[config.mk]
export PLATFORM = sky130hd
export DESIGN_NAME = ict_pattern_sequencer
export DESIGN_NICKNAME = d
export VERILOG_FILES = /design/src/rtl/ict_pkg.sv /design/src/rtl/ict_vector_gen.sv /design/src/rtl/ict_signature_store.sv /design/src/rtl/ict_fault_analyzer.sv /design/src/rtl/ict_pattern_sequencer.sv
export SDC_FILE = /design/constraint.sdc
export NUM_CORES = 1
export LEC_CHECK = 0
export BUFFER_PORTS_ARGS = -buffer_cell sky130_fd_sc_hd__buf_2
export CORE_MARGIN = 4
export CORE_UTILIZATION = 57
export DETAILED_ROUTE_END_ITERATION = 12
export PLACE_DENSITY = 0.78
export SYNTH_ARGS = -nofsm -noshare
export SYNTH_HDL_FRONTEND = slang
export SYNTH_SLANG_ARGS = --single-unit
[constraint.sdc]
create_clock -name clk -period 2.9 [get_ports clk]
set_clock_uncertainty 0.15 [all_clocks]
set_input_delay 0.58 -clock clk [delete_from_list [all_inputs] [get_ports clk]]
set_output_delay 0.58 -clock clk [all_outputs]
set_load 0.01 [all_outputs]
[src/rtl/ict_pkg.sv]
package ict_pkg;

  typedef enum logic [1:0] {
    CODE_COUNT    = 2'd0,
    CODE_MODCOUNT = 2'd1,
    CODE_TRUECOMP = 2'd2,
    CODE_WALK     = 2'd3
  } code_mode_e;

  typedef enum logic [1:0] {
    ST_IDLE = 2'd0,
    ST_RUN  = 2'd1,
    ST_EVAL = 2'd2
  } seq_state_e;

  // Bit that net 'net' carries at step 'step' for the selected family.
  // base_len is the counting length used by the complement phase.
  function automatic logic code_bit(code_mode_e m, int net, int step, int base_len);
    logic b;
    case (m)
      CODE_COUNT:    b = ((net >> step) & 1) != 0;
      CODE_MODCOUNT: b = (((net + 1) >> step) & 1) != 0;
      CODE_TRUECOMP: b = (step < base_len) ? (((net >> step) & 1) != 0)
                                           : (((net >> (step - base_len)) & 1) == 0);
      default:       b = (net == step);
    endcase
    return b;
  endfunction

endpackage

[src/rtl/ict_vector_gen.sv]
module ict_vector_gen
  import ict_pkg::*;
#(
  parameter int NETS    = 8,
  parameter int IDX_W   = 3,
  parameter int CNT_LEN = 3
) (
  input  code_mode_e       mode,
  input  logic [IDX_W-1:0] step,
  output logic [NETS-1:0]  vec
);

  for (genvar gi = 0; gi < NETS; gi++) begin : g_net
    assign vec[gi] = code_bit(mode, gi, int'(step), CNT_LEN);
  end

endmodule

[src/rtl/ict_signature_store.sv]
module ict_signature_store #(
  parameter int NETS  = 8,
  parameter int SIG_W = 8,
  parameter int IDX_W = 3
) (
  input  logic                        clk,
  input  logic                        rst,
  input  logic                        clear,
  input  logic                        cap_en,
  input  logic [IDX_W-1:0]            cap_idx,
  input  logic [NETS-1:0]             sense,
  output logic [NETS-1:0][SIG_W-1:0]  sig
);

  for (genvar gi = 0; gi < NETS; gi++) begin : g_net
    logic [SIG_W-1:0] code_q;

    always_ff @(posedge clk) begin
      if (rst || clear) begin
        code_q <= '0;
      end else if (cap_en) begin
        code_q[cap_idx] <= sense[gi];
      end
    end

    assign sig[gi] = code_q;
  end

endmodule

[src/rtl/ict_fault_analyzer.sv]
module ict_fault_analyzer
  import ict_pkg::*;
#(
  parameter int NETS    = 8,
  parameter int SIG_W   = 8,
  parameter int LEN_W   = 4,
  parameter int CNT_LEN = 3
) (
  input  code_mode_e                  mode,
  input  logic [LEN_W-1:0]            len,
  input  logic [NETS-1:0][SIG_W-1:0]  sig,
  output logic [NETS-1:0]             fail,
  output logic [NETS-1:0]             suspect
);

  for (genvar gi = 0; gi < NETS; gi++) begin : g_cmp
    logic [SIG_W-1:0] want;

    always_comb begin
      for (int k = 0; k < SIG_W; k++) begin
        want[k] = (k < int'(len)) ? code_bit(mode, gi, k, CNT_LEN) : 1'b0;
      end
    end

    assign fail[gi] = (sig[gi] != want);
  end

  for (genvar gi = 0; gi < NETS; gi++) begin : g_pair
    logic twin;

    always_comb begin
      twin = 1'b0;
      for (int j = 0; j < NETS; j++) begin
        if ((j != gi) && fail[j] && (sig[j] == sig[gi])) begin
          twin = 1'b1;
        end
      end
    end

    assign suspect[gi] = fail[gi] & twin;
  end

endmodule

[src/rtl/ict_pattern_sequencer.sv]
module ict_pattern_sequencer
  import ict_pkg::*;
#(
  parameter  int NETS    = 8,
  localparam int CNT_LEN = $clog2(NETS),
  localparam int MOD_LEN = $clog2(NETS + 2),
  localparam int TC_LEN  = 2 * CNT_LEN,
  localparam int BIG_A   = (NETS > TC_LEN) ? NETS : TC_LEN,
  localparam int SIG_W   = (BIG_A > MOD_LEN) ? BIG_A : MOD_LEN,
  localparam int IDX_W   = $clog2(SIG_W),
  localparam int LEN_W   = $clog2(SIG_W + 1)
) (
  input  logic             clk,
  input  logic             rst,
  input  logic             start,
  input  logic [1:0]       mode,
  input  logic [NETS-1:0]  sense,
  output logic [NETS-1:0]  drive,
  output logic [IDX_W-1:0] vec_idx,
  output logic             busy,
  output logic             done,
  output logic [NETS-1:0]  net_fail,
  output logic [NETS-1:0]  net_short
);

  seq_state_e       state_q;
  code_mode_e       mode_q;
  logic [IDX_W-1:0] idx_q;
  logic [NETS-1:0]  drive_q;
  logic             done_q;
  logic [NETS-1:0]  fail_q;
  logic [NETS-1:0]  short_q;

  logic             run_st;
  logic             eval_st;
  logic             launch;
  logic             last_step;
  logic [LEN_W-1:0] seq_len_c;
  code_mode_e       gen_mode;
  logic [IDX_W-1:0] gen_step;
  logic [NETS-1:0]  gen_vec;
  logic [NETS-1:0][SIG_W-1:0] sig;
  logic [NETS-1:0]  fail_c;
  logic [NETS-1:0]  short_c;

  assign run_st  = (state_q == ST_RUN);
  assign eval_st = (state_q == ST_EVAL);
  assign launch  = (state_q == ST_IDLE) && start;

  always_comb begin
    case (mode_q)
      CODE_COUNT:    seq_len_c = LEN_W'(CNT_LEN);
      CODE_MODCOUNT: seq_len_c = LEN_W'(MOD_LEN);
      CODE_TRUECOMP: seq_len_c = LEN_W'(TC_LEN);
      default:       seq_len_c = LEN_W'(NETS);
    endcase
  end

  assign last_step = ((LEN_W'(idx_q) + LEN_W'(1)) == seq_len_c);
  assign gen_mode  = launch ? code_mode_e'(mode) : mode_q;
  assign gen_step  = launch ? '0 : (idx_q + IDX_W'(1));

  ict_vector_gen #(
    .NETS    (NETS),
    .IDX_W   (IDX_W),
    .CNT_LEN (CNT_LEN)
  ) u_vec (
    .mode (gen_mode),
    .step (gen_step),
    .vec  (gen_vec)
  );

  ict_signature_store #(
    .NETS  (NETS),
    .SIG_W (SIG_W),
    .IDX_W (IDX_W)
  ) u_store (
    .clk     (clk),
    .rst     (rst),
    .clear   (launch),
    .cap_en  (run_st),
    .cap_idx (idx_q),
    .sense   (sense),
    .sig     (sig)
  );

  ict_fault_analyzer #(
    .NETS    (NETS),
    .SIG_W   (SIG_W),
    .LEN_W   (LEN_W),
    .CNT_LEN (CNT_LEN)
  ) u_check (
    .mode    (mode_q),
    .len     (seq_len_c),
    .sig     (sig),
    .fail    (fail_c),
    .suspect (short_c)
  );

  always_ff @(posedge clk) begin
    if (rst) begin
      state_q <= ST_IDLE;
      mode_q  <= CODE_COUNT;
      idx_q   <= '0;
      drive_q <= '0;
      done_q  <= 1'b0;
      fail_q  <= '0;
      short_q <= '0;
    end else begin
      case (state_q)
        ST_IDLE: begin
          if (start) begin
            state_q <= ST_RUN;
            mode_q  <= code_mode_e'(mode);
            idx_q   <= '0;
            drive_q <= gen_vec;
            done_q  <= 1'b0;
            fail_q  <= '0;
            short_q <= '0;
          end
        end
        ST_RUN: begin
          if (last_step) begin
            state_q <= ST_EVAL;
            drive_q <= '0;
          end else begin
            idx_q   <= gen_step;
            drive_q <= gen_vec;
          end
        end
        ST_EVAL: begin
          state_q <= ST_IDLE;
          fail_q  <= fail_c;
          short_q <= short_c;
          done_q  <= 1'b1;
        end
        default: state_q <= ST_IDLE;
      endcase
    end
  end

  assign drive     = drive_q;
  assign vec_idx   = idx_q;
  assign busy      = (state_q != ST_IDLE);
  assign done      = done_q;
  assign net_fail  = fail_q;
  assign net_short = short_q;

endmodule

# Yosys cells after proc, flatten, opt, wreduce, memory -nomap -nowiden
# Index checks and enable logic that the tools add are counted.
[op_classes] n_reduce_logical=82 n_addsub=3 n_eq_ne=81 muxes=128 shift=17 magnitude_cmp=11 bitwise=8
[ops] operator="8-bit equality test" count=56
[ops] operator="32-bit logical NOT" count=8
[ops] operator="3-bit by 32-bit >> shifter with 1-bit output, first input constant" count=4
[ops] operator="1-bit 2-to-1 mux" count=95
[ops] operator="8-bit bitwise mux" count=8
[ops] operator="8-bit inequality test" count=8
[ops] operator="1-bit by 32-bit >> shifter with 1-bit output, first input constant" count=2
[ops] operator="2-bit by 32-bit >> shifter with 1-bit output, first input constant" count=2
[ops] operator="1-bit logical AND" count=58
[ops] operator="8-bit case mux with 2 select lines" count=3
[ops] operator="8-bit 2-to-1 mux" count=3
[ops] operator="1-bit case mux with 3 select lines" count=8
[ops] operator="3-bit by 4-bit < comparator with 1-bit output, first input constant" count=4
[ops] operator="3-bit equality test, first input constant" count=4
[ops] operator="4-bit case mux with 3 select lines" count=1
[ops] operator="3-bit by 3-bit >> shifter with 1-bit output, first input constant" count=4
[ops] operator="3-bit 2-to-1 mux" count=3
[ops] operator="1-bit bitwise AND" count=8
[ops] operator="1-bit by 4-bit < comparator with 1-bit output, first input constant" count=2
[ops] operator="2-bit by 4-bit < comparator with 1-bit output, first input constant" count=2
[ops] operator="2-bit AND reduction" count=4
[ops] operator="2-bit by 1-bit equality test with 1-bit output, second input constant" count=3
[ops] operator="2-bit equality test, second input constant" count=3
[ops] operator="2-bit by 3-bit equality test with 1-bit output, first input constant" count=2
[ops] operator="other kinds (25)" count=35
[totals] word_cells=345 inputBits=13 reg_bits=96 output_inout_bits=29

# Depth between registers and ports, before layout
# Gate-level depths: netlist (run 1).
[depth] word_depth=15 mapped_depth=13

# Hierarchy
# A second synthesis (run 1) with hierarchy kept.
[unflattened] hier_cells=1077 hier_area_um2=8812.2
[modules_own_cells] module="ict_fault_analyzer" cells_each=605 instances=1 area_per_inst_um2=4125.2
[modules_own_cells] module="ict_signature_store" cells_each=237 instances=1 area_per_inst_um2=2763.9
[modules_own_cells] module="ict_pattern_sequencer" cells_each=162 instances=1 area_per_inst_um2=1388.8
[modules_own_cells] module="ict_vector_gen" cells_each=73 instances=1 area_per_inst_um2=534.3

# Least setup slack after synthesis (run 1)
# OpenSTA, ideal clock, no wires.
[synth_timing] path_kind="input -> register" startpoint="in start" endpoint="reg drive_q[5], in the netlist drive[5]" path_slack_ns=0.113 arrival_ns=2.521 required_time_ns=2.633 path_stages=12 setup_ns=0.117 n_path_buf=2 cell_sequence="or3b_4 -> buf_6 -> nand2_1 -> inv_1 -> ha_1 -> inv_1 -> ha_1 -> clkbuf_1 -> a31o_2 -> a21oi_1 -> a311o_1 -> a22o_1"
[synth_via] elab_chain_cells=9 elab_cells_between_ends=20 cone_classes="add/sub: 1; order compare: 1; eq/ne: 4; shift: 3; mux: 7; reduce/logical: 4"
[synth_rtl] element="from (decl)" line_no="ict_pattern_sequencer.sv:15" rtl="input logic start,"
[synth_rtl] element="1-bit logical AND" line_no="ict_pattern_sequencer.sv:48" rtl="assign launch = (state_q == ST_IDLE) && start;"
[synth_rtl] element="3-bit 2-to-1 mux" line_no="ict_pattern_sequencer.sv:61" rtl="assign gen_step = launch ? '0 : (idx_q + IDX_W'(1));"
[synth_rtl] element="3-bit by 2-bit subtractor with 4-bit output" line_no="ict_pkg.sv:24" rtl=": (((net >> (step - base_len)) & 1) == 0);"
[synth_rtl] element="3-bit by 32-bit >> shifter with 1-bit output" line_no="ict_pkg.sv:24"
[synth_rtl] element="32-bit logical NOT" line_no="ict_pkg.sv:24"
[synth_rtl] element="1-bit 2-to-1 mux" line_no="ict_pkg.sv:23" rtl="CODE_TRUECOMP: b = (step < base_len) ? (((net >> step) & 1) != 0)"
[synth_rtl] element="1-bit case mux with 3 select lines" line_no="ict_pkg.sv:20" rtl="case (m)"
[synth_rtl] element="8-bit 2-to-1 mux (on tied branches)" line_no="ict_pattern_sequencer.sv:123, ict_pattern_sequencer.sv:112"
[synth_rtl] element="8-bit case mux with 2 select lines" line_no="ict_pattern_sequencer.sv:110" rtl="case (state_q)"
[synth_rtl] element="to (signal assigned)" line_no="ict_pattern_sequencer.sv:116" rtl="drive_q <= gen_vec;"
[synth_rtl] element="to (signal assigned)" line_no="ict_pattern_sequencer.sv:128" rtl="drive_q <= gen_vec;"
[synth_rtl] element="to (decl)" line_no="ict_pattern_sequencer.sv:29" rtl="logic [NETS-1:0] drive_q;"
# Several ways; a longest one is shown, not always the timed one. The select of a mux whose other input is x is not followed.
# A chain may end at the register's enable or synchronous reset.

# Worst setup path after layout (run 1)
[layout_timing] startpoint="reg mode_q[1]" endpoint="reg short_q[5], in the netlist net_short[5]"
[layout_via] elab_chain_cells=15 elab_cells_between_ends=68 cone_classes="order compare: 8; eq/ne: 10; mux: 38; bitwise: 1; reduce/logical: 11"
[layout_rtl] element="from (decl)" line_no="ict_pattern_sequencer.sv:27" rtl="code_mode_e mode_q;"
[layout_rtl] element="from (signal assigned)" line_no="ict_pattern_sequencer.sv:114" rtl="mode_q <= code_mode_e'(mode);"
[layout_rtl] element="2-bit equality test (tied with other cells)" line_no="ict_pkg.sv:20, ict_pattern_sequencer.sv:51"
[layout_rtl] element="4-bit case mux with 3 select lines or 2-bit OR reduction (tied branches)"
[layout_rtl] element="1-bit by 4-bit < comparator with 1-bit output (tied with other cells)" line_no="ict_fault_analyzer.sv:21" rtl="want[k] = (k < int'(len)) ? code_bit(mode, gi, k, CNT_LEN) : 1'b0;"
[layout_rtl] element="1-bit 2-to-1 mux" line_no="ict_fault_analyzer.sv:21"
[layout_rtl] element="8-bit inequality test" line_no="ict_fault_analyzer.sv:25" rtl="assign fail[gi] = (sig[gi] != want);"
[layout_rtl] element="1-bit logical AND" line_no="ict_fault_analyzer.sv:34" rtl="if ((j != gi) && fail[j] && (sig[j] == sig[gi])) begin"
[layout_rtl] element="1-bit 2-to-1 mux (7 in series)" line_no="ict_fault_analyzer.sv:34"
[layout_rtl] element="1-bit bitwise AND *" line_no="ict_fault_analyzer.sv:40" rtl="assign suspect[gi] = fail[gi] & twin;"
[layout_rtl] element="8-bit case mux with 2 select lines *" line_no="ict_pattern_sequencer.sv:110"
[layout_rtl] element="to (signal assigned)" line_no="ict_pattern_sequencer.sv:134" rtl="short_q <= short_c;"
[layout_rtl] element="to (decl)" line_no="ict_pattern_sequencer.sv:32" rtl="logic [NETS-1:0] short_q;"
# Mark *: on every way between the ends. The rest lies on a longest branch, timed or not.

==> run_results.csv, run 1 <==
group,metric,value,unit
sta,tightest_slew,0.7182,ns
final_layout,drive_gt1_frac,0.1491,
global_route,grt_pass1_wl,39830,um
logic_synthesis,netlist_area,7771,sq um
clock_tree,postCtsSetupBuffers,0,
logic_synthesis,syn_inst,956,
clock_tree,cts_tree,"built",
placed_design,dp_hpwl,18290,um
sta,drv_slew,0,
global_route,antenna_found_initial,0,
final_layout,register_area,1922,sq um
final_layout,synthToLayoutAreaGrowth,10.05,%
worst_setup_path,rrSetupSlack,0.1,ns
worst_setup_path,cp.arrival,2.90,ns
final_layout,multiInputGateArea,5346,sq um
logic_synthesis,synth.distinct_cells,74,
logic_synthesis,ys_async_sr_fraction,0,
power,leakagePower,0.004217,uW
power,power_density,374.5,nW/um^2
job,max_cap_violations,0,
logic_synthesis,yosysWarningCount,0,
placed_design,portBuffers,41,
sta,grt_setup_unrepaired,"false",
final_layout,layout_commonest_cell,"xor2_1",
hold_path,holdCritPathClass,"flop to flop",
clock_tree,cts.sinks,96,
die,rows,42,
logic_synthesis,synth_nets,984,
drt,remaining_drc_errors,0,
die,dieArea,15570,sq um
final_layout,layout_common_cells,"125 x xor2_1, 123 x xnor2_1, 101 x nor2_1",
drt,wl_per_cell,22.23,um
drt,dr.pass1.iters,7,
die,die_w,124.8,um
worst_setup_path,crit_type,"flop to flop",
placed_design,gp_congestion,1.069,
sta,max_freq,356.8,MHz
worst_setup_path,worstSetupEndpointType,"flop",
power,vdd_ir_drop_max,0.0002590,V
die,core_area,13300,sq um
clock_tree,cts_resized,0,
drt,drtIter0Drc,1113,
sta,hold_viol_final,0,
die,boundaryPins,42,
logic_synthesis,synth-seq-cells,96,
worst_setup_path,crit_fanout,8,
die,die_h,124.8,um
clock_tree,clockBufferDepth,2,
drt,vias,7242,
global_route,grt_start_max_net_pins,56,
final_layout,fin_nets,1002,
clock_tree,path_clk_slew,0.07,ns
clock_tree,clock_latency,0.36,ns
clock_tree,numCtsBuffers,9,
worst_setup_path,critPathTopFamily,"compound AO/OA/AOI/OAI gates",
clock_tree,ctsHtreeMaxLevel,3,
clock_tree,cts-root-buf,"clkbuf_16",
logic_synthesis,ys.flop_type,"dfxtp_1",
worst_setup_path,required,3.00,ns
final_layout,fillers,1163,
worst_setup_path,crit_path_top_delay_cell,"dfxtp_1",
die,initial_utilization,0.5845,
sta,slew-limit-headroom,0.5194,
worst_setup_path,critPathLaunchType,"flop",
worst_setup_path,critical_path.cell_chain,"inv_1 -> ha_1 -> or2_2 -> nor4b_1 -> o221ai_1 -> buf_4 -> a32oi_1 -> o221ai_1 -> o21a_1",
logic_synthesis,synth_edf_count,0,
worst_setup_path,crit_path_frequent_cell,"o221ai_1",
status,outcome,"finished clean",
sta,setup-tns-final,0,ns
sta,worst_hold_slack,0.3077,ns
sta,period_minus_slack,2.803,ns
global_route,grt_use_total,0.3264,
final_layout,antenna_cells,0,
global_route,grt_pass1_vias,6700,
global_route,grt-ovfl-total,0,
logic_synthesis,ys_seq_area_frac,0.2473,
sta,setup_viol,0,
drt,ant_nets,0,
sta,period_share,0.9664,
worst_setup_path,crit_buf_inv,2,
drt,viasPerCell,6.270,
drt,wirelength,25680,um
clock_tree,postCtsHoldBufs,0,
worst_setup_path,cpPeakStageDelay,0.46,ns
logic_synthesis,avgSynthCellArea,8.129,sq um
-- cells in the mapped netlist (all sizes together) (4+ instances only) --
master     n  area, sq um
a21oi     27        142.6
a22o       5        43.79
a22oi      4        30.03
a32o       5        50.05
and3       4        25.02
buf       50        259.0
clkbuf    52        195.2
dfxtp     96         1922
ha        15        187.7
inv       13        51.30
mux2i     66        660.6
nand2     69        259.0
nand2b     8        57.55
nand3     20        100.1
nand4     34        219.0
nor2     102        385.4
nor2b      6        37.54
nor3       8        45.04
nor4      35        225.2
o2111ai    4        35.03
o211ai     5        37.54
o21ai     18        90.09
o221ai     4        35.03
o31a       4        35.03
or2        4        25.02
xnor2    123         1077
xor2     125         1095
-- sequential cells by signal, indices dropped and copies added, names as in the netlist --
| signal | cells |
|---|---|
| done | 1 |
| net_fail | 8 |
| net_short | 8 |
| mode_q | 2 |
| u_store.g_net.code_q | 64 |
| state_q | 2 |
| vec_idx | 3 |
| drive | 8 |
-- per-layer routing --
layer | part of all wire | global-route usage
met1 | 0.42 | 0.4534
met3 | 0.11 | 0.08190
met2 | 0.41 | 0.4679
met4 | 0.053 | 0.1605
met5 | 0 | 0
-- worst register-to-register path, stage by stage, from the launching register on --
cell	delay, ns
dfxtp_1	0.46
inv_1	0.12
ha_1	0.22
or2_2	0.36
nor4b_1	0.25
o221ai_1	0.32
buf_4	0.26
a32oi_1	0.16
o221ai_1	0.17
o21a_1	0.22
-- metrics by stage --
| stage | cell area [sq um] | setup slack (ns) | power [uW] | util | std cells |
|---|---|---|---|---|---|
| floorplan | 7771 | 0.1126 | 1839 | - | 956 |
| global placement | 8268 | 0.1075 | 2040 | 0.6219 | 1139 |
| detailed placement | 8268 | 0.07976 | 2039 | 0.6219 | 1139 |
| CTS | 8552 | 0.1257 | 3202 | 0.6432 | 1155 |
| global route | 8552 | 0.01096 | 3317 | 0.6432 | 1155 |
| finish | 8552 | 0.09740 | 3203 | 0.6432 | 1155 |
-- path summary, 6_finish.rpt --
check                    from            to  cells past startpoint
hold reg to reg   net_fail[5]   net_fail[5]                      2
setup reg to reg    mode_q[1]  net_short[5]                      9
setup / recovery    mode_q[1]  net_short[5]                      9
hold / removal    net_fail[5]   net_fail[5]                      2
-- final cells by class --
cell class | count | share of cell area
multi-input combinational | 745 | 0.6252
inverter | 13 | 0.005999
clock buffer | 12 | 0.02999
clock inverter | 4 | 0.003219
sequential | 96 | 0.2247
timing repair buffer | 109 | 0.08515
tap | 176 | 0.02575
-- where the power goes --
group / switching, uW / internal [uW] / leakage [uW]
Sequential: 33.6 / 1350 / 0.000776
Combinational: 396 / 252 / 0.00330
Clock: 542 / 631 / 0.000143
-- kinds of logic after synthesis --
kind of cell | count (synthesis) | share of synthesized area
AOI/OAI and AO/OA | 111 | 0.1034
DFF | 96 | 0.2473
muxes | 68 | 0.08791
adders and majority gates | 15 | 0.02415
and+or+nand+nor | 303 | 0.1927
buffers and inverters | 115 | 0.06505
xor gates and xnor gates | 248 | 0.2795
Power figures use the tool's default switching activity.
==> run 2, diff against run 1 <==
- SETUP_SLACK_MARGIN: unset -> 0.5
==> run 2 against run 1 <==
Cell area rose by 5.3%. Via count rose by 2.1%. Clock power rose by 7%. Register-to-register slack improved by 0.37 ns. Worst setup slack improved by 0.37 ns. Power rose by 4.8%. Fmax rose by 15%. Critical path depth fell by 1.
==> run_results.csv, run 2 (synthesized netlist as in run 1, its figures left out) <==
group,metric,value,unit
die,core_area,13300,sq um
placed_design,dp_hpwl,17720,um
sta,tightest_slew,0.7587,ns
global_route,busiest_layer,"met2",
global_route,grt_pass1_vias,6969,
global_route,grt_use_total,0.3232,
power,vdd_ir_drop_max,0.0002623,V
power,leakagePower,0.004365,uW
worst_setup_path,worstSetupEndpointType,"flop",
die,die_h,124.8,um
drt,viasPerCell,6.298,
drt,wl_per_cell,21.90,um
final_layout,fillers,1065,
power,power,3356,uW
placed_design,portBuffers,41,
sta,max_freq,411.0,MHz
status,outcome,"finished clean",
global_route,use_met1,0.4410,
global_route,grt-ovfl-total,0,
die,die_w,124.8,um
worst_setup_path,cpPeakStageDelay,0.42,ns
final_layout,layout_commonest_cell,"xor2_1",
clock_tree,cts-root-buf,"clkbuf_16",
drt,drtIter0Drc,1066,
worst_setup_path,required,2.99,ns
final_layout,fin_nets,1021,
sta,setup-tns-final,0,ns
sta,drv_slew,0,
final_layout,antenna_cells,0,
die,rows,42,
clock_tree,cts.sinks,96,
die,initial_utilization,0.5845,
drt,ant_nets,0,
die,boundaryPins,42,
final_layout,largest_register_ffs,64,
sta,grt_setup_unrepaired,"true",
final_layout,drive_gt1_frac,0.1994,
final_layout,synthToLayoutAreaGrowth,15.88,%
sta,period_share,0.8389,
clock_tree,path_clk_slew,0.08,ns
sta,period_minus_slack,2.433,ns
sta,hold_viol_final,0,
worst_setup_path,rrSetupSlack,0.47,ns
hold_path,min_from,"net_fail[5]",
hold_path,hold_end,"net_fail[5]",
final_layout,layout_common_cells,"124 x xor2_1, 122 x xnor2_1, 101 x nor2_1",
global_route,grt_pass1_wl,39780,um
drt,wirelength,25710,um
worst_setup_path,timing.rr.start,"mode_q[1]",
global_route,grt_start_max_net_pins,68,
global_route,grt_use_met2,0.4691,
clock_tree,postCtsHoldBufs,0,
clock_tree,clock_latency,0.36,ns
global_route,antenna_found_initial,0,
worst_setup_path,crit_fanout,7,
die,dieArea,15570,sq um
worst_setup_path,crit_path_top_delay_cell,"dfxtp_4",
drt,dr.pass1.iters,5,
sta,slew-limit-headroom,0.4935,
clock_tree,clockBufferDepth,2,
placed_design,gp_congestion,1.070,
job,max_cap_violations,0,
power,power_density,372.7,nW/um^2
worst_setup_path,r2r-end,"net_short[3]",
final_layout,largest_register,"u_store.g_net.code_q",
worst_setup_path,critical_path.cell_chain,"inv_4 -> ha_4 -> or2_2 -> o41ai_4 -> nand3_2 -> a22oi_2 -> nand2_1 -> o41a_1",
drt,remaining_drc_errors,0,
clock_tree,ctsHtreeMaxLevel,3,
final_layout,finalInstanceArea,9005,sq um
worst_setup_path,cp.arrival,2.53,ns
hold_path,hold_depth,2,
drt,vias,7394,
placed_design,placed_area,8264,sq um
worst_setup_path,critPathLaunchType,"flop",
worst_setup_path,crit_type,"flop to flop",
global_route,gr-usage-met3,0.06947,
clock_tree,cts_tree,"built",
hold_path,holdCritPathClass,"flop to flop",
clock_tree,numCtsBuffers,9,
sta,setup_viol,0,
worst_setup_path,worst-r2r-cell-count,8,
[run 2: cell count changes in the layout (fill, tap and decap cells not counted), sizes merged]
cell	previous run	this run
clkbuf	12	10
bufinv	0	1
clkinv	3	2
buf	109	128
inv	14	16
[run 2: final cells by class]
| cell class | instances | area [sq um] | area share |
|---|---|---|---|
| Multi-Input combinational cell | 745 | 5603 | 0.6222 |
| Sequential cell | 96 | 1934 | 0.2148 |
| Timing Repair Buffer | 128 | 885.9 | 0.09837 |
| Clock buffer | 10 | 229.0 | 0.02543 |
| Tap cell | 176 | 220.2 | 0.02445 |
| Clock inverter | 6 | 76.32 | 0.008476 |
| Inverter | 13 | 56.30 | 0.006253 |
[run 2: how the worst max path moves through the flow]
stage,start,to,slack (ns),depth (start not counted)
final,mode_q[1],net_short[3],0.47,8
after detailed placement,mode_q[1],net_short[2],0.18,8
after global routing,mode_q[0],net_short[1],0.38,9
after CTS,mode_q[0],net_short[2],0.48,8
after floorplan,start,drive[5],0.40,12
after global placement,mode_q[1],net_short[2],0.18,8
[run 2: through the flow]
step,util,hold WS [ns],worst slack [ns],std cells
2_1_floorplan,-,0.3305,0.3953,956
3_3_place_gp,0.6216,0.2909,0.1848,1130
3_5_place_dp,0.6216,0.2944,0.1788,1130
4_1_cts,0.6574,0.3047,0.4831,1157
5_1_grt,0.6773,0.3367,0.3761,1174
6_report,0.6773,0.3016,0.4672,1174
[run 2: power by group]
group | internal, uW | switching, uW
sequential | 1350 | 35.4
combinational | 301 | 423
clock | 685 | 566
[run 2: timing repair]
item,CTS,global route
pin swaps,6,10
endpoints found under the setup margin,15,15
setup buffers,11,17
gates resized for setup,18,26
[run 2: per-layer routing]
metal  vias to the layer above  part of all wire
li1                       3323                 -
met1                      3449              0.40
met4                         0             0.068
met5                         -                 0
met2                       489              0.42
met3                       133              0.12
[run 2: worst max-delay path, delay by kind of cell, from the launching register on]
family / cells / cell delay [ns]
flops: 1 / 0.42
fa+ha+maj: 1 / 0.16
compound gates: 3 / 0.87
buf+inv: 1 / 0.06
simple gates: 3 / 0.65
